[src/rtl/hc_regs_pkg.sv]
package hc_regs_pkg;
    // Register offsets inside the window
    localparam int OFS_CMD  = 'h00;
    localparam int OFS_STS  = 'h04;
    localparam int OFS_CRC  = 'h18;
    localparam int OFS_IMAN = 'h20;

    // Command bits
    localparam int CMD_RUN = 0;
    localparam int CMD_RST = 1;
    localparam int CMD_IE  = 2;
    // Status bits
    localparam int STS_HLT = 0;
    localparam int STS_HSE = 2;
    localparam int STS_CNR = 11;
    // Ring control bits
    localparam int CRC_RCS = 0;
    localparam int CRC_CRR = 3;
    localparam int CRC_PTR_LSB = 6;
    localparam int CRC_PTR_W = 64 - CRC_PTR_LSB;
    // Interrupter management bit
    localparam int IMAN_IE = 1;

    typedef enum logic [2:0] {
        SEL_NONE,
        SEL_CMD,
        SEL_STS,
        SEL_CRC,
        SEL_IMAN
    } reg_sel_e;
endpackage

[src/rtl/hc_addr_dec.sv]
module hc_addr_dec
    import hc_regs_pkg::*;
#(
    parameter int ADDR_W = 32,
    parameter logic [ADDR_W-1:0] BASE = 'h0001_0000,
    parameter int WIN_BYTES = 65536
) (
    input  logic [ADDR_W-1:0] addr,
    output logic              in_win,
    output reg_sel_e          sel
);
    localparam int OFS_W = $clog2(WIN_BYTES);

    logic [ADDR_W-1:0] diff;
    logic [OFS_W-1:0]  ofs;

    always_comb begin
        diff   = addr - BASE;
        ofs    = diff[OFS_W-1:0];
        in_win = (addr >= BASE) && (diff < ADDR_W'(WIN_BYTES));
        sel    = SEL_NONE;
        if (in_win) begin
            if (ofs == OFS_W'(OFS_CMD))       sel = SEL_CMD;
            else if (ofs == OFS_W'(OFS_STS))  sel = SEL_STS;
            else if (ofs == OFS_W'(OFS_CRC))  sel = SEL_CRC;
            else if (ofs == OFS_W'(OFS_IMAN)) sel = SEL_IMAN;
        end
    end
endmodule

[src/rtl/hc_cmd_unit.sv]
module hc_cmd_unit
    import hc_regs_pkg::*;
(
    input  logic        clk,
    input  logic        rst_n,
    input  logic        wr_cmd,
    input  logic        wr_iman,
    input  logic [31:0] wdata,
    input  logic        fatal_err,
    input  logic        stop_done,
    input  logic        reset_done,
    output logic [31:0] cmd,
    output logic [31:0] sts,
    output logic        iman_ie,
    output logic        intr_en,
    output logic        failed,
    output logic        stop_req,
    output logic        reset_req,
    output logic        ring_clr
);
    typedef struct packed {
        logic [31:0] cmd;
        logic        hlt;
        logic        cnr;
        logic        hse;
        logic        failed;
        logic        iman_ie;
        logic        intr_en;
        logic        stop_pend;
        logic        rst_pend;
        logic        stop_req;
        logic        reset_req;
    } cmd_state_t;

    cmd_state_t st_d, st_q;

    always_comb begin
        st_d           = st_q;
        st_d.stop_req  = 1'b0;
        st_d.reset_req = 1'b0;
        ring_clr       = 1'b0;
        if (st_q.failed) begin
            // frozen: nothing changes until power-on reset
        end else if (fatal_err) begin
            st_d.cmd       = '0;
            st_d.hlt       = 1'b0;
            st_d.cnr       = 1'b0;
            st_d.hse       = 1'b1;
            st_d.failed    = 1'b1;
            st_d.intr_en   = 1'b0;
            st_d.stop_pend = 1'b0;
            st_d.rst_pend  = 1'b0;
        end else begin
            if (stop_done && st_q.stop_pend) begin
                st_d.hlt       = 1'b1;
                st_d.stop_pend = 1'b0;
            end
            if (reset_done && st_q.rst_pend) begin
                st_d.cnr      = 1'b0;
                st_d.rst_pend = 1'b0;
            end
            if (wr_cmd) begin
                if (wdata[CMD_RST]) begin
                    st_d.cmd          = wdata;
                    st_d.cmd[CMD_RST] = 1'b0;
                    st_d.cnr          = 1'b1;
                    st_d.rst_pend     = 1'b1;
                    st_d.reset_req    = 1'b1;
                end else begin
                    st_d.cmd = wdata;
                    if (wdata[CMD_RUN]) begin
                        st_d.hlt = 1'b0;
                    end else begin
                        st_d.stop_pend = 1'b1;
                        st_d.stop_req  = 1'b1;
                        ring_clr       = 1'b1;
                    end
                end
            end
            if (wr_iman) st_d.iman_ie = wdata[IMAN_IE];
            if (wr_cmd || wr_iman) st_d.intr_en = st_d.cmd[CMD_IE] & st_d.iman_ie;
        end
    end

    always_ff @(posedge clk or negedge rst_n) begin
        if (!rst_n) begin
            st_q     <= '0;
            st_q.hlt <= 1'b1;
        end else begin
            st_q <= st_d;
        end
    end

    always_comb begin
        sts          = '0;
        sts[STS_HLT] = st_q.hlt;
        sts[STS_HSE] = st_q.hse;
        sts[STS_CNR] = st_q.cnr;
    end

    assign cmd       = st_q.cmd;
    assign iman_ie   = st_q.iman_ie;
    assign intr_en   = st_q.intr_en;
    assign failed    = st_q.failed;
    assign stop_req  = st_q.stop_req;
    assign reset_req = st_q.reset_req;

    AST_FAIL_STICKY: assert property (@(posedge clk) disable iff (!rst_n)
        st_q.failed |=> st_q.failed);
    AST_FAIL_FORCED: assert property (@(posedge clk) disable iff (!rst_n)
        st_q.failed |-> (st_q.cmd == '0) && (sts == 32'h4));
    AST_HALT_AFTER_STOP: assert property (@(posedge clk) disable iff (!rst_n)
        $rose(st_q.hlt) |-> $past(stop_done));
    AST_CNR_AFTER_RESET: assert property (@(posedge clk) disable iff (!rst_n)
        ($fell(st_q.cnr) && !st_q.failed) |-> $past(reset_done));
endmodule

[src/rtl/hc_ring_ctl.sv]
module hc_ring_ctl
    import hc_regs_pkg::*;
(
    input  logic                 clk,
    input  logic                 rst_n,
    input  logic                 wr_crc,
    input  logic [63:0]          wdata,
    input  logic                 ring_set,
    input  logic                 ring_clr,
    output logic [CRC_PTR_W-1:0] ptr,
    output logic                 rcs,
    output logic                 crr
);
    typedef struct packed {
        logic [CRC_PTR_W-1:0] ptr;
        logic                 rcs;
        logic                 crr;
    } ring_state_t;

    ring_state_t rs_d, rs_q;

    always_comb begin
        rs_d = rs_q;
        if (wr_crc && !rs_q.crr) begin
            rs_d.ptr = wdata[63:CRC_PTR_LSB];
            rs_d.rcs = wdata[CRC_RCS];
        end
        if (ring_clr)      rs_d.crr = 1'b0;
        else if (ring_set) rs_d.crr = 1'b1;
    end

    always_ff @(posedge clk or negedge rst_n) begin
        if (!rst_n) rs_q <= '0;
        else        rs_q <= rs_d;
    end

    assign ptr = rs_q.ptr;
    assign rcs = rs_q.rcs;
    assign crr = rs_q.crr;

    AST_CRC_LOCKED: assert property (@(posedge clk) disable iff (!rst_n)
        (wr_crc && rs_q.crr) |=> ($stable(rs_q.ptr) && $stable(rs_q.rcs)));
endmodule

[src/rtl/hc_cmdstat_regs.sv]
module hc_cmdstat_regs
    import hc_regs_pkg::*;
#(
    parameter int ADDR_W = 32,
    parameter logic [ADDR_W-1:0] BASE = 'h0001_0000,
    parameter int WIN_BYTES = 65536
) (
    input  logic                 clk,
    input  logic                 rst_n,
    input  logic                 wr_en,
    input  logic [ADDR_W-1:0]    wr_addr,
    input  logic [63:0]          wr_data,
    input  logic [ADDR_W-1:0]    rd_addr,
    output logic [63:0]          rd_data,
    input  logic                 fatal_err,
    input  logic                 ring_go,
    input  logic                 stop_done,
    input  logic                 reset_done,
    output logic                 stop_req,
    output logic                 reset_req,
    output logic                 intr_en,
    output logic [CRC_PTR_W-1:0] crc_ptr,
    output logic                 crc_cycle,
    output logic                 failed
);
    logic      w_in, r_in;
    reg_sel_e  w_sel, r_sel;
    logic      wr_ok;
    logic [31:0] cmd_v, sts_v;
    logic      iman_ie, ring_clr, crr;

    hc_addr_dec #(.ADDR_W(ADDR_W), .BASE(BASE), .WIN_BYTES(WIN_BYTES)) u_wdec (
        .addr(wr_addr), .in_win(w_in), .sel(w_sel));
    hc_addr_dec #(.ADDR_W(ADDR_W), .BASE(BASE), .WIN_BYTES(WIN_BYTES)) u_rdec (
        .addr(rd_addr), .in_win(r_in), .sel(r_sel));

    assign wr_ok = wr_en && w_in && !failed && !fatal_err;

    hc_cmd_unit u_cmd (
        .clk(clk), .rst_n(rst_n),
        .wr_cmd(wr_ok && (w_sel == SEL_CMD)),
        .wr_iman(wr_ok && (w_sel == SEL_IMAN)),
        .wdata(wr_data[31:0]),
        .fatal_err(fatal_err), .stop_done(stop_done), .reset_done(reset_done),
        .cmd(cmd_v), .sts(sts_v), .iman_ie(iman_ie), .intr_en(intr_en),
        .failed(failed), .stop_req(stop_req), .reset_req(reset_req),
        .ring_clr(ring_clr));

    hc_ring_ctl u_ring (
        .clk(clk), .rst_n(rst_n),
        .wr_crc(wr_ok && (w_sel == SEL_CRC)),
        .wdata(wr_data),
        .ring_set(ring_go && cmd_v[CMD_RUN] && !failed && !fatal_err),
        .ring_clr(ring_clr),
        .ptr(crc_ptr), .rcs(crc_cycle), .crr(crr));

    always_comb begin
        rd_data = '0;
        unique case (r_sel)
            SEL_CMD:  rd_data = {32'h0, cmd_v};
            SEL_STS:  rd_data = {32'h0, sts_v};
            SEL_CRC:  rd_data = {crc_ptr, 2'b00, crr, 2'b00, crc_cycle};
            SEL_IMAN: rd_data = {62'h0, iman_ie, 1'b0};
            default:  rd_data = '0;
        endcase
        if (!r_in) rd_data = '0;
    end

    AST_IE_BOTH: assert property (@(posedge clk) disable iff (!rst_n)
        intr_en |-> (cmd_v[CMD_IE] && iman_ie));
endmodule

[config.mk]
export PLATFORM = sky130hd
export DESIGN_NAME = hc_cmdstat_regs
export DESIGN_NICKNAME = d
export VERILOG_FILES = /design/src/rtl/hc_regs_pkg.sv /design/src/rtl/hc_addr_dec.sv /design/src/rtl/hc_cmd_unit.sv /design/src/rtl/hc_ring_ctl.sv /design/src/rtl/hc_cmdstat_regs.sv
export SDC_FILE = /design/constraint.sdc
export NUM_CORES = 1
export LEC_CHECK = 0
export BUFFER_PORTS_ARGS = -buffer_cell sky130_fd_sc_hd__buf_2
export CORE_AREA = 2 2 110 138
export CTS_CLUSTER_DIAMETER = 200
export DETAILED_ROUTE_END_ITERATION = 12
export DIE_AREA = 0 0 112 140
export GPL_TIMING_DRIVEN = 0
export MAX_ROUTING_LAYER = met4
export SLEW_MARGIN = 10
export SYNTH_ARGS = -nofsm -noshare
export SYNTH_HDL_FRONTEND = slang
export SYNTH_SLANG_ARGS = --single-unit
[constraint.sdc]
create_clock -name clk -period 5.7 [get_ports clk]
set_clock_uncertainty 0.1 [all_clocks]
set_input_delay 1.14 -clock clk [delete_from_list [all_inputs] [get_ports clk]]
set_output_delay 1.14 -clock clk [all_outputs]
set_load 0.005 [all_outputs]
### Yosys cells after proc, flatten, opt, wreduce, memory -nomap -nowiden

Cells that the tools add are included.

| word-level totals | value |
|---|---|
| register bits after elaboration | 102 |
| input bits | 135 |
| output and inout port bits | 127 |
| word-level logic and storage cells | 108 |

| cells by class | value |
|---|---|
| $add $sub $neg | 2 |
| order comparisons | 4 |
| equality and inequality tests | 13 |
| multiplexer cells | 44 |
| bitwise logic cells | 3 |
| reductions and logical operators | 27 |

Operator list:

| kind | number |
|---|---|
| 64-bit case mux with 4 select lines | 1 |
| 34-bit two-way mux | 4 |
| 32-bit by 17-bit greater-or-equal comparator with 1-bit output, second input constant | 2 |
| 32-bit by 17-bit < comparator with 1-bit output, second input constant | 2 |
| 64-bit two-way mux | 1 |
| 32-bit by 17-bit subtractor with 32-bit output, second input constant | 2 |
| 3-bit two-way mux | 11 |
| 16-bit by 3-bit equality test with 1-bit output, second input constant | 2 |
| 16-bit by 5-bit equality test with 1-bit output, second input constant | 2 |
| 16-bit by 6-bit equality test with 1-bit output, second input constant | 2 |
| 16-bit zero test | 2 |
| 1-bit two-way mux | 24 |
| 1-bit logical AND | 14 |
| 3-bit by 2-bit equality test with 1-bit output, second input constant | 3 |
| 2-bit AND reduction | 4 |
| 7-bit two-way mux | 1 |
| 3-bit by 1-bit equality test with 1-bit output, second input constant | 2 |
| 3-bit equality test, second input constant | 2 |
| 4-bit two-way mux | 1 |
| 2-bit nonzero test | 2 |
| 1-bit zero test | 3 |
| 3-bit nonzero test | 1 |
| 2-bit two-way mux | 1 |
| 1-bit inverter | 2 |
| 2 further kinds | 2 |

### Depth between registers and ports, before layout

Gate-level depths: netlist (run 1).

| depth | value |
|---|---|
| word-level depth | 16 |
| gate-level depth with buffers | 7 |
| mapped depth without buffers | 5 |

### By module

Synthesis (run 1) repeated with hierarchy kept, for this count alone.

| unflattened totals | value |
|---|---|
| cell total of the unflattened synthesis | 497 |
| area total of the unflattened synthesis | 5715.5 um2 |

Modules (own cells, without submodules):

| module | times used | cells an instance | area an instance (um2) | seq. area each (um2) |
|---|---|---|---|---|
| hc_ring_ctl | 1 | 129 | 2264.7 | 1501.4 |
| hc_cmd_unit | 1 | 176 | 2029.4 | 1027.2 |
| hc_cmdstat_regs | 1 | 154 | 1071.0 | 0.0 |
| hc_addr_dec | 2 | 19 | 175.2 | 0.0 |

### Least setup slack after synthesis (run 1)

OpenSTA, ideal clock, no wires.

| path | value |
|---|---|
| path type | input-to-output |
| from | input port rd_addr[7] |
| to | output port rd_data[0] |
| data arrival time | 2.453 ns |
| required time | 4.460 ns |
| slack | 2.007 ns |
| cell stages on the path | 6 |
| buffers on the path | 1 |
| cells stage by stage | nor4b_1 > nand4_1 > nor4_4 > buf_2 > a222oi_1 > inv_1 |

| between the ends | value |
|---|---|
| word-level cells in the longest chain between the ends | 10 |
| elaborated cells between the ends (all ways) | 19 |
| those cells by class | add/sub (1); order compare (2); eq/ne (7); mux (7); reduce/logical (2) |

RTL lines:

| item | RTL line | RTL |
|---|---|---|
| from (decl) | hc_cmdstat_regs.sv:13 | `input logic [ADDR_W-1:0] rd_addr,` |
| parallel branches: the longest is 9 deep, another holds 32-bit by 17-bit subtractor with 32-bit output | -- |  |
| 64-bit two-way mux (*) | hc_cmdstat_regs.sv:66 | `if (!r_in) rd_data = '0;` |
| to (decl) | hc_cmdstat_regs.sv:14 | `output logic [63:0] rd_data,` |

Every way passes the cells marked *.

### Worst setup path after layout (run 1)

Ends and elaborated chain as after synthesis.

==> results of run 1 <==
kinds of logic (layout without fill, tap and decap cells):
| group | after synthesis | after routing | share of synthesized area, % |
|---|---|---|---|
| buffers and inverters | 28 | 305 | 3.04 |
| and+or+nand+nor | 98 | 98 | 13.7 |
| AOI/OAI and AO/OA | 74 | 74 | 13.3 |
| xor gates and xnor gates | 1 | 1 | 0.188 |
| DFF | 101 | 101 | 54.3 |
| muxes | 61 | 61 | 15.5 |
sequential cells by signal, summed over array words and instances, names as in the netlist:
register         flops
u_cmd.cmd           31
u_cmd.st_q           2
u_cmd.intr_en        1
u_cmd.reset_req      1
u_ring.rcs           1
u_cmd.failed         1
u_cmd.stop_req       1
u_cmd.iman_ie        1
u_ring.crr           1
u_ring.ptr          58
u_cmd.sts            3
layout make-up:
class / count / area, um^2 / area share (%)
repair buffers: 261 / 1330 / 20.4
plain buffers: 23 / 123 / 1.87
flip-flops and latches: 101 / 2530 / 38.7
clock buffers: 10 / 239 / 3.65
clock inverters: 6 / 93.8 / 1.43
inverters: 5 / 18.8 / 0.287
multi-input cells: 234 / 1980 / 30.3
well taps: 178 / 223 / 3.40
cell usage in the layout (no fill, tap or decap), types with 3 or more instances in the layout:
cell,Yosys,routed
nand2b_1,3,3
nand4_1,4,4
clkbuf_16,0,9
buf_2,17,276
mux2_2,49,49
o21ai_0,5,5
mux2_4,10,10
nor3_1,3,3
inv_1,5,5
a21oi_1,3,3
and2_1,36,36
nor4_2,4,4
a22o_1,58,58
nor4_1,11,11
and3_1,4,4
nand2_1,8,8
nor2_1,9,9
dfrtp_1,100,100
clkbuf_1,4,4
final timing paths:
check / from / to / slack (ns) / cells after the start
max in group asynchronous: rst_n / u_cmd.cmd[11] / 4.11 / 2
worst max register to register: u_cmd.failed / u_ring.ptr[20] / 3.35 / 7
worst max-delay path: rd_addr[7] / rd_data[0] / 1.15 / 8
worst min register to register: u_cmd.sts[2] / u_cmd.sts[2] / 0.37 / 1
worst min-delay path: u_cmd.sts[2] / u_cmd.sts[2] / 0.37 / 1
min in group asynchronous: rst_n / u_ring.ptr[28] / 0.71 / 1
routing by layer:
layer | track usage [%] | vias to the layer above
li1 | - | 1894
met3 | 3.42 | 16
met4 | 5.65 | 0
met2 | 30.6 | 159
met1 | 22.9 | 1997
met5 | - | -
power groups by stage:
stage | Combinational, W | Sequential, W | Clock (W)
2_1_floorplan | 0.0000103 | 0.000731 | 0
3_3_place_gp | 0.0000763 | 0.000731 | 0
3_5_place_dp | 0.0000814 | 0.000731 | 0
4_1_cts | 0.0000814 | 0.000717 | 0.000699
5_1_grt | 0.0000906 | 0.000717 | 0.000734
6_report | 0.0000797 | 0.000717 | 0.000676
per-stage QoR:
stage | total power, W | cell area [um^2] | cells | worst slack (ns)
after detailed placement | 0.000812 | 6210 | 802 | 1.06
after global placement | 0.000807 | 6180 | 801 | 1.05
after CTS | 0.00150 | 6540 | 818 | 1.05
final | 0.00147 | 6540 | 818 | 1.15
after floorplan | 0.000741 | 4650 | 363 | 2.01
after global routing | 0.00154 | 6540 | 818 | 0.868
==> metrics.csv, run 1 <==
stage,metric,value,unit
timing,Final min period,4.55,ns
clocking,hold buffers post-CTS,0,
worst_setup_path,critical path buffer and inverter count,4,
clocking,postcts setup bufs,0,
routing,1st-iter DRT viols,194,
timing,fmax,0.220,GHz
synth,sequential fraction of the synthesis area,54.3,%
global_route,Global Route Usage Sum,18.4,%
power,Psw,0.000315,W
timing,Rel. slew slack,59.7,%
final_layout,area grow syn2layout,40.5,%
worst_setup_path,WP data arrival,3.31,ns
worst_setup_path,CP top delay family,simple AND/OR/NAND/NOR gates,
routing,routed via count,4066,
die,I/O pins,262,
routing,wire length on met1,5780,um
synth,Yosys warning total,0,
synth,Cells after Synth,363,
routing,ANT nets after route,0,
clocking,H-tree depth,3,
worst_setup_path,crit end category,primary output,
timing,setup violators final,0,
place,DP HPWL,10700,um
power,Cell Int Power,0.00116,W
global_route,grt total ovfl,0,
synth,Area contributors post-synth,"dfrtp_1 54%, mux2_2 12%, a22o_1 11%, and2_1 4.8%, mux2_4 3.2%",
global_route,vias in the first global route,4243,
worst_setup_path,most frequent CP cell,buf_2,
worst_setup_path,crit-path max FO,10,
worst_setup_path,required time of the critical path,4.46,ns
routing,Pre-Repair DR Iteration Count,4,
power,Net Sw Frac,21.4,%
power,static leakage,3.79,nW
global_route,initial antenna violation count,0,
clocking,CTS resizes,0,
clocking,number of CTS-inserted buffers,9,
synth,Netlist cell types,41,
clocking,clock sinks,101,
synth,cell with the most instances after synthesis,dfrtp_1,
power,Logic pwr share,5.4,%
global_route,global-route wire length before repair,22500,um
synth,post-synthesis cell area,4650,um^2
clocking,Clock transition at path regs,0.07,ns
worst_setup_path,WS Path Type,primary input to primary output,
global_route,largest net degree at the start of global routing,58,
worst_setup_path,"slowest stage delay, CP",0.63,ns
clocking,clk_lat worst skew,0.34,ns
synth,Synth Register Bits,101,
power,Seq pwr share,48.7,%
clocking,root buf cell,clkbuf_16,
flow_run,Max Cap Viol,0,
routing,highest routed metal layer,met4,
die,Die Height,140,um
routing,Routed met3 length,774,um
timing,final hold violations,0,
synth,Post-synth top cells,"100 x dfrtp_1, 58 x a22o_1, 49 x mux2_2",
worst_setup_path,Critical-path top delay cell,nor4_4,
final_layout,Final Util,45.6,%
routing,routed wl met2,7010,um
synth,"EDFF count, synth",0,
final_layout,fraction of layout cells with a size suffix above 1,56.9,%
power,PD cells,225,nW/um^2
synth,ys flop type,dfrtp_1,
die,die area,15700,um^2
final_layout,nets,770,
die,Initial Utilization,32.4,%
worst_setup_path,crit-path cells,buf_2 -> nor4b_1 -> nand4_1 -> nor4_4 -> buf_2 -> a222oi_1 -> inv_1 -> buf_2,
outcome,status,"finished, final reports clean",
clocking,CTS tree,done,
final_layout,# fillers,1387,
power,Clock Power Share,45.9,%
place,RD Place Congestion,0.847,
timing,setup_tns,0,ns
routing,WL/cell,16.9,um
timing,RSZ-0062 raised after global routing,false,
worst_hold_path,hold crit path type,register to register,
routing,Via density,4.97,
timing,Final Cycle Share,79.9,%
worst_setup_path,startpoint types,primary input,
final_layout,diodes inserted,0,
synth,"area leader, netlist",dfrtp_1,
synth,post-synthesis net count,498,
synth,Post-Syn Area per Cell,12.8,um^2
timing,fin. max-slew vios,0,
clocking,Max Root-Sink Buffers,2,
die,Core Rows,49,
timing,Worst Hold Margin,0.374,ns
power,worst vdd ir,0.124,mV
routing,Detailed Route WL,13800,um
die,CORE AREA,14300,um^2
synth,Yosys top cell area share,53.8,%
synth,Post-synth ARST share,100,%
die,Die X,112,um
timing,worst slew pin tran,0.605,ns
routing,# DRC,0,
place,Port Buffers,260,
No activity file was read; power rests on OpenSTA's default activity.
==> run 2, diff against run 1 <==
--- a/config.mk
+++ b/config.mk
@@ -5,11 +5,12 @@
 export SDC_FILE = /design/constraint.sdc
 export NUM_CORES = 1
 export LEC_CHECK = 0
+export ABC_AREA = 1
 export BUFFER_PORTS_ARGS = -buffer_cell sky130_fd_sc_hd__buf_2
-export CORE_AREA = 2 2 110 138
+export CORE_AREA = 2 2 119 149
 export CTS_CLUSTER_DIAMETER = 200
 export DETAILED_ROUTE_END_ITERATION = 12
-export DIE_AREA = 0 0 112 140
+export DIE_AREA = 0 0 121 151
 export GPL_TIMING_DRIVEN = 0
 export MAX_ROUTING_LAYER = met4
 export SLEW_MARGIN = 10
==> constraint.sdc (replaced) <==
create_clock -name clk -period 4.2 [get_ports clk]
set_clock_uncertainty 0.1 [all_clocks]
set_input_delay 0.84 -clock clk [delete_from_list [all_inputs] [get_ports clk]]
set_output_delay 0.84 -clock clk [all_outputs]
set_load 0.005 [all_outputs]
==> run 2 against run 1 <==
Against the previous run: non-clock buffer count increased by 6; clock power increased by 27%; design area increased by 13%; global-route usage increased by 0.61 points; total power increased by 36%; core utilization decreased by 1.6 points; first-iteration DRC count increased by 45%; flip-flop and latch count unchanged; largest power group unchanged; worst hold slack got worse by 0.050 ns; critical endpoint is now rd_data[26]; synthesized cell count increased by 90%; wire length increased by 23%; final cell count increased by 45%.
==> metrics.csv, run 2 <==
stage,metric,value,unit,change
synth,multiplexer area fraction after synthesis,0,%,-16 points
global_route,Global Route Usage Sum,19.0,%,+0.61 points
synth,Synth Register Bits,101,,unchanged
final_layout,fraction of layout cells with a size suffix above 1,35.3,%,-22 points
outcome,status,"finished, final reports clean",,
power,worst vdd ir,0.143,mV,+16%
synth,Post-synth top cells,"155 x inv_1, 114 x nand2_1, 100 x dfrtp_1",,
timing,fin. max-slew vios,0,,unchanged
die,Initial Utilization,32.6,%,+0.15 points
synth,sequential fraction of the synthesis area,46.2,%,-8.1 points
flow_run,Max Cap Viol,0,,unchanged
worst_setup_path,required time of the critical path,3.26,ns,-1.20 ns
clocking,Clock transition at path regs,0.07,ns,about the same
place,RD Place Congestion,0.844,,-0.33%
place,DP HPWL,13300,um,+24%
die,Die Height,151,um,+7.9%
routing,Detailed Route WL,17000,um,+23%
clocking,hold buffers post-CTS,0,,unchanged
synth,XOR/XNOR Fraction of Synth Area,0.160,%,-0.028 points
synth,ys flop type,dfrtp_1,,
timing,Final min period,3.64,ns,
place,Port Buffers,261,,+0.38%
routing,# DRC,0,,unchanged
clocking,H-tree depth,3,,unchanged
power,PD cells,271,nW/um^2,+20%
synth,Cells after Synth,689,,+90%
worst_setup_path,most frequent CP cell,buf_2,,
worst_setup_path,crit-path max FO,10,,unchanged
synth,Netlist cell types,32,,-22%
final_layout,total area of sequential cells,2530,um^2,unchanged
clocking,clk_lat worst skew,0.35,ns,about the same
synth,post-synthesis cell area,5470,um^2,+17%
clocking,CTS resizes,0,,unchanged
worst_setup_path,WP data arrival,2.70,ns,-0.61 ns
final_layout,nets,1097,,+42%
synth,largest family of logic cells by synthesized area,simple AND/OR/NAND/NOR gates,,
die,die area,18300,um^2,+17%
clocking,clock sinks,101,,unchanged
final_layout,# fillers,1765,,+27%
global_route,vias in the first global route,5089,,+20%
clocking,root buf cell,clkbuf_16,,
timing,Final Cycle Share,86.6,%,
timing,Rel. slew slack,61.0,%,+1.3 points
die,I/O pins,262,,unchanged
global_route,global-route wire length before repair,26200,um,+16%
synth,Post-Syn Area per Cell,7.94,um^2,-38%
timing,worst slew pin tran,0.585,ns,-0.0199 ns
worst_setup_path,crit end category,primary output,,
routing,Via density,4.50,,-9.4%
synth,post-synthesis adder-cell area fraction,0,%,unchanged
die,Die X,121,um,+8.0%
clocking,Max Root-Sink Buffers,2,,unchanged
timing,setup violators final,0,,unchanged
synth,Yosys top cell area share,45.8,%,-8.0 points
worst_setup_path,Critical-path top delay cell,buf_1,,
timing,final hold violations,0,,unchanged
synth,Post-Synth Simple-Gate Area,26.1,%,+12 points
synth,post-synthesis net count,824,,+65%
routing,ANT nets after route,0,,unchanged
worst_setup_path,startpoint types,primary input,,
power,static leakage,4.01,nW,+5.9%
routing,routed via count,5354,,+32%
routing,WL/cell,14.3,um,-15%
timing,setup_tns,0,ns,unchanged
synth,Area contributors post-synth,"dfrtp_1 46%, inv_1 11%, nand2_1 7.8%, o21ai_0 7.4%, nor2_4 6.2%",,
worst_setup_path,WS Path Type,primary input to primary output,,
global_route,grt total ovfl,0,,unchanged
die,CORE AREA,16800,um^2,+17%
clocking,postcts setup bufs,0,,unchanged
final_layout,"Design Area, Final",7390,um^2,+13%
place,"Cell Area, Placed",7080,um^2,+14%
worst_setup_path,"slowest stage delay, CP",0.50,ns,-0.13 ns
synth,"EDFF count, synth",0,,unchanged
final_layout,"commonest non-fill, non-tap cell in the layout",buf_2,,
global_route,initial antenna violation count,2,,+2
synth,cell with the most instances after synthesis,inv_1,,
clocking,CTS tree,done,,
clocking,number of CTS-inserted buffers,9,,unchanged
final_layout,area grow syn2layout,35.1,%,
final_layout,most frequent cells in the layout,"262 x buf_2, 155 x inv_1, 114 x nand2_1, 100 x dfrtp_1, 81 x o21ai_0",,
routing,1st-iter DRT viols,281,,+45%
die,Core Rows,53,,+8.2%
final_layout,multi-input logic area,2130,um^2,+7.4%
timing,fmax,0.275,GHz,
timing,RSZ-0062 raised after global routing,false,,
global_route,largest net degree at the start of global routing,52,,-10%
synth,compound-cell area share of the yosys netlist,12.7,%,-0.55 points
final_layout,max reg flops,58,,unchanged
synth,Post-synth ARST share,100,%,unchanged
worst_hold_path,hold crit path type,primary input to async pin,,
worst_setup_path,crit-path cells,buf_2 -> or2_2 -> nor3_1 -> nand2_1 -> inv_2 -> buf_1 -> nand3_1 -> o21ai_0 -> buf_2,,
routing,Pre-Repair DR Iteration Count,4,,unchanged
synth,Yosys warning total,0,,unchanged
synth,"area leader, netlist",dfrtp_1,,
[run 2: cell types whose count changed after synthesis, sizes merged, moves of 8 or more]
cell,before,now
a22o,58,0
and2,36,0
clkbuf,4,12
inv,5,157
mux2,59,0
nand2,8,117
nand3,2,46
nor2,9,85
nor4,16,0
o21ai,6,92
o22ai,0,31
[run 2: power by group]
part           total (W)  leakage [nW]  switching (W)  internal [W]
sequential      0.000991          1.32     0.00000436      0.000986
clock           0.000859         0.145       0.000390      0.000469
combinational   0.000152          2.55      0.0000829     0.0000692
total            0.00200          4.01       0.000477       0.00152
[run 2: worst max-delay path, delay by kind of cell]
family / cells / cell delay, ns
buf+inv: 4 / 1.00
simple gates: 4 / 0.74
compound gates: 1 / 0.11
[run 2: cell type report]
cell class | instances | area share, %
Antenna cell | 2 | 0.0677
Buffer | 28 | 2.88
Clock buffer | 10 | 3.10
Clock inverter | 6 | 0.965
Inverter | 158 | 8.04
Multi-Input combinational cell | 402 | 28.9
Sequential cell | 101 | 34.2
Tap cell | 220 | 3.73
Timing Repair Buffer | 262 | 18.1
[run 2: final timing paths]
kind | depth (start not counted) | from | end | slack (ns)
setup / recovery | 9 | rd_addr[7] | rd_data[26] | 0.56
hold / removal | 1 | rst_n | u_ring.ptr[47] | 0.32
setup reg to reg | 9 | u_cmd.failed | u_cmd.cmd[31] | 1.95
hold reg to reg | 2 | u_cmd.sts[2] | u_cmd.sts[2] | 0.37
max in group asynchronous | 2 | rst_n | u_ring.ptr[24] | 3.04
min in group clk | 2 | u_cmd.sts[2] | u_cmd.sts[2] | 0.37
[run 2: stage by stage]
stage / hold slack, ns / total power, W / util (%) / worst slack [ns] / instances
final: 0.324 / 0.00200 / 44.0 / 0.564 / 1189
after CTS: 0.334 / 0.00203 / 44.0 / 0.499 / 1187
after floorplan: 0.335 / 0.00106 / - / 1.17 / 689
after global placement: 0.351 / 0.00116 / 42.0 / 0.482 / 1170
after detailed placement: 0.355 / 0.00116 / 42.2 / 0.495 / 1171
after global routing: 0.356 / 0.00208 / 44.0 / 0.411 / 1189
[run 2: logic make-up after synthesis]
family,after synthesis
AND/OR/NAND/NOR,273
buffers and inverters,186
AO/OA/AOI/OAI,128
flip-flops,101
XOR/XNOR,1
[run 2: per-layer routing]
metal / up-vias / part of all wire (%) / global-route usage, %
met5: - / 0 / -
met4: 0 / 2.3 / 7.03
li1: 2694 / - / -
met1: 2450 / 41 / 22.2
met3: 25 / 5.7 / 3.13
met2: 185 / 51 / 32.9
==> run 3, diff against run 2 <==
--- a/config.mk
+++ b/config.mk
@@ -7,6 +7,7 @@
 export LEC_CHECK = 0
 export ABC_AREA = 1
 export BUFFER_PORTS_ARGS = -buffer_cell sky130_fd_sc_hd__buf_2
+export CAP_MARGIN = 20
 export CORE_AREA = 2 2 119 149
 export CTS_CLUSTER_DIAMETER = 200
 export DETAILED_ROUTE_END_ITERATION = 12
==> constraint.sdc (replaced) <==
create_clock -name clk -period 3.1 [get_ports clk]
set_clock_uncertainty 0.1 [all_clocks]
set_input_delay 0.62 -clock clk [delete_from_list [all_inputs] [get_ports clk]]
set_output_delay 0.62 -clock clk [all_outputs]
set_load 0.005 [all_outputs]
==> run 3 against run 2 <==
Against the previous run: die area unchanged; final cell count rose by 0.50%; first-iteration DRC count decreased by 5.7%; via count grew 1.1%; core utilization increased by 0.99 points; wire length grew 2.4%; worst setup slack worse by 0.45 ns; worst hold slack lost 0.22 ns; critical path type unchanged; largest cell class unchanged.
==> metrics.csv, run 3 (synthesized netlist as in run 2, its figures left out) <==
stage,metric,value,unit,change
clocking,CTS tree,done,,
worst_setup_path,crit path to,rd_data[59],,
power,worst vdd ir,0.195,mV,+36%
flow_run,Max Cap Viol,0,,unchanged
final_layout,area grow syn2layout,38.2,%,
clocking,root buf cell,clkbuf_16,,
worst_setup_path,FF-to-FF path depth,9,,unchanged
routing,Via density,4.53,,+0.63%
worst_setup_path,WS Path Type,primary input to primary output,,
die,Die Height,151,um,unchanged
timing,RSZ-0062 raised after global routing,true,,
timing,Final Cycle Share,96.4,%,
clocking,number of CTS-inserted buffers,9,,unchanged
die,Die X,121,um,unchanged
timing,fin. max-slew vios,0,,unchanged
place,RD Place Congestion,0.844,,unchanged
routing,Pre-Repair DR Iteration Count,4,,unchanged
timing,final hold violations,0,,unchanged
die,die area,18300,um^2,unchanged
global_route,largest net degree at the start of global routing,52,,unchanged
worst_setup_path,crit-path max FO,9,,-1
clocking,clock sinks,101,,unchanged
die,Core Rows,53,,unchanged
routing,WL/cell,14.5,um,+1.9%
global_route,Global Route Usage Sum,19.0,%,unchanged
final_layout,max reg flops,58,,unchanged
global_route,vias in the first global route,5089,,unchanged
worst_setup_path,r2r startpoint,u_cmd.failed,,
clocking,H-tree depth,3,,unchanged
final_layout,"Design Area, Final",7550,um^2,+2.3%
die,CORE AREA,16800,um^2,unchanged
worst_setup_path,crit end category,primary output,,
routing,# DRC,0,,unchanged
clocking,Max Root-Sink Buffers,2,,unchanged
final_layout,most frequent cells in the layout,"261 x buf_2, 155 x inv_1, 113 x nand2_1, 100 x dfrtp_1, 72 x o21ai_0",,
worst_setup_path,FF-to-FF End,u_cmd.cmd[31],,
worst_setup_path,R2R Setup Slk,0.84,ns,-1.11 ns
clocking,clk_lat worst skew,0.35,ns,about the same
timing,fmax,0.335,GHz,
worst_setup_path,crit path launch,rd_addr[22],,
timing,Rel. slew slack,62.6,%,+1.6 points
worst_setup_path,critical path buffer and inverter count,5,,+1
power,"Power, Total",0.00271,W,+36%
worst_setup_path,WP depth,15,,+6
global_route,initial antenna violation count,2,,unchanged
place,"Cell Area, Placed",7080,um^2,unchanged
final_layout,"commonest non-fill, non-tap cell in the layout",buf_2,,
final_layout,fraction of layout cells with a size suffix above 1,36.5,%,+1.2 points
routing,1st-iter DRT viols,265,,-5.7%
worst_setup_path,required time of the critical path,2.38,ns,-0.88 ns
final_layout,Final Util,45.0,%,+0.99 points
outcome,status,"finished, final reports clean",,
die,Initial Utilization,32.6,%,unchanged
place,DP HPWL,13300,um,unchanged
timing,Final min period,2.99,ns,
final_layout,nets,1103,,+0.55%
routing,routed via count,5415,,+1.1%
worst_setup_path,"slowest stage delay, CP",0.20,ns,-0.30 ns
die,I/O pins,262,,unchanged
worst_setup_path,Critical-path top delay cell,clkbuf_16,,
timing,setup_tns,0,ns,unchanged
place,Port Buffers,261,,unchanged
worst_setup_path,crit-path cells,buf_2 -> nor2_2 -> nand3_2 -> nor2_4 -> nand2_1 -> nand2_1 -> nand3_1 -> nor2_2 -> nand2_2 -> clkinv_2 -> buf_12 -> nand2_8 -> clkbuf_16 -> nor2_4 -> buf_2,,
worst_setup_path,startpoint types,primary input,,
clocking,Clock transition at path regs,0.07,ns,about the same
worst_setup_path,CP top delay family,simple AND/OR/NAND/NOR gates,,
global_route,grt total ovfl,0,,unchanged
routing,Detailed Route WL,17400,um,+2.4%
global_route,global-route wire length before repair,26200,um,unchanged
routing,ANT nets after route,0,,unchanged
power,static leakage,4.12,nW,+2.7%
worst_hold_path,hold crit path type,primary input to async pin,,
power,PD cells,359,nW/um^2,+33%
clocking,hold buffers post-CTS,0,,unchanged
worst_setup_path,WP data arrival,2.27,ns,-0.43 ns
timing,setup violators final,0,,unchanged
timing,worst slew pin tran,0.561,ns,-0.0238 ns
run 3: worst min-delay path by stage:
stage / from / endpoint / slack [ns]
finish: rst_n / u_ring.ptr[47] / 0.10
global route: rst_n / u_ring.ptr[47] / 0.14
detailed placement: u_cmd.sts[2] / u_cmd.sts[2] / 0.36
floorplan: rst_n / u_cmd.cmd[0] / 0.22
CTS: rst_n / u_ring.ptr[47] / 0.11
global placement: u_cmd.sts[2] / u_cmd.sts[2] / 0.35
run 3: cell type report:
cell class | count | area (um^2)
diodes | 2 | 5.00
plain buffers | 28 | 243
clock buffers | 10 | 229
clock inverters | 6 | 71.3
fillers | 1747 | 9220
inverters | 158 | 596
multi-input cells | 403 | 2180
flip-flops and latches | 101 | 2530
well taps | 220 | 275
repair buffers | 267 | 1430
run 3: timing repair:
action	CTS	global route
pin swaps	0	2
endpoints found under the setup margin	16	56
resized for setup	8	22
buffers inserted	0	2
gates cloned	0	4
run 3: report_power, final:
group / switching [W] / leakage, nW / internal [W]
sequential: 0.00000588 / 1.32 / 0.00134
combinational: 0.000115 / 2.65 / 0.0000945
clock: 0.000528 / 0.145 / 0.000635
total: 0.000649 / 4.12 / 0.00207
run 3: routing by layer:
| layer | GRT usage [%] | up-vias | part of all wire, % |
|---|---|---|---|
| met1 | 22.2 | 2491 | 42 |
| li1 | - | 2710 | - |
| met4 | 7.03 | 0 | 2.3 |
| met3 | 3.13 | 25 | 5.7 |
| met5 | - | - | 0 |
| met2 | 32.9 | 189 | 50 |
run 3: per-stage QoR:
step | instances | setup slack, ns | hold slack [ns]
after floorplan | 689 | 0.513 | 0.224
after detailed placement | 1171 | -0.165 | 0.355
final | 1195 | 0.113 | 0.102
after CTS | 1187 | 0.00123 | 0.114
after global routing | 1195 | -0.0169 | 0.136
after global placement | 1170 | -0.178 | 0.351
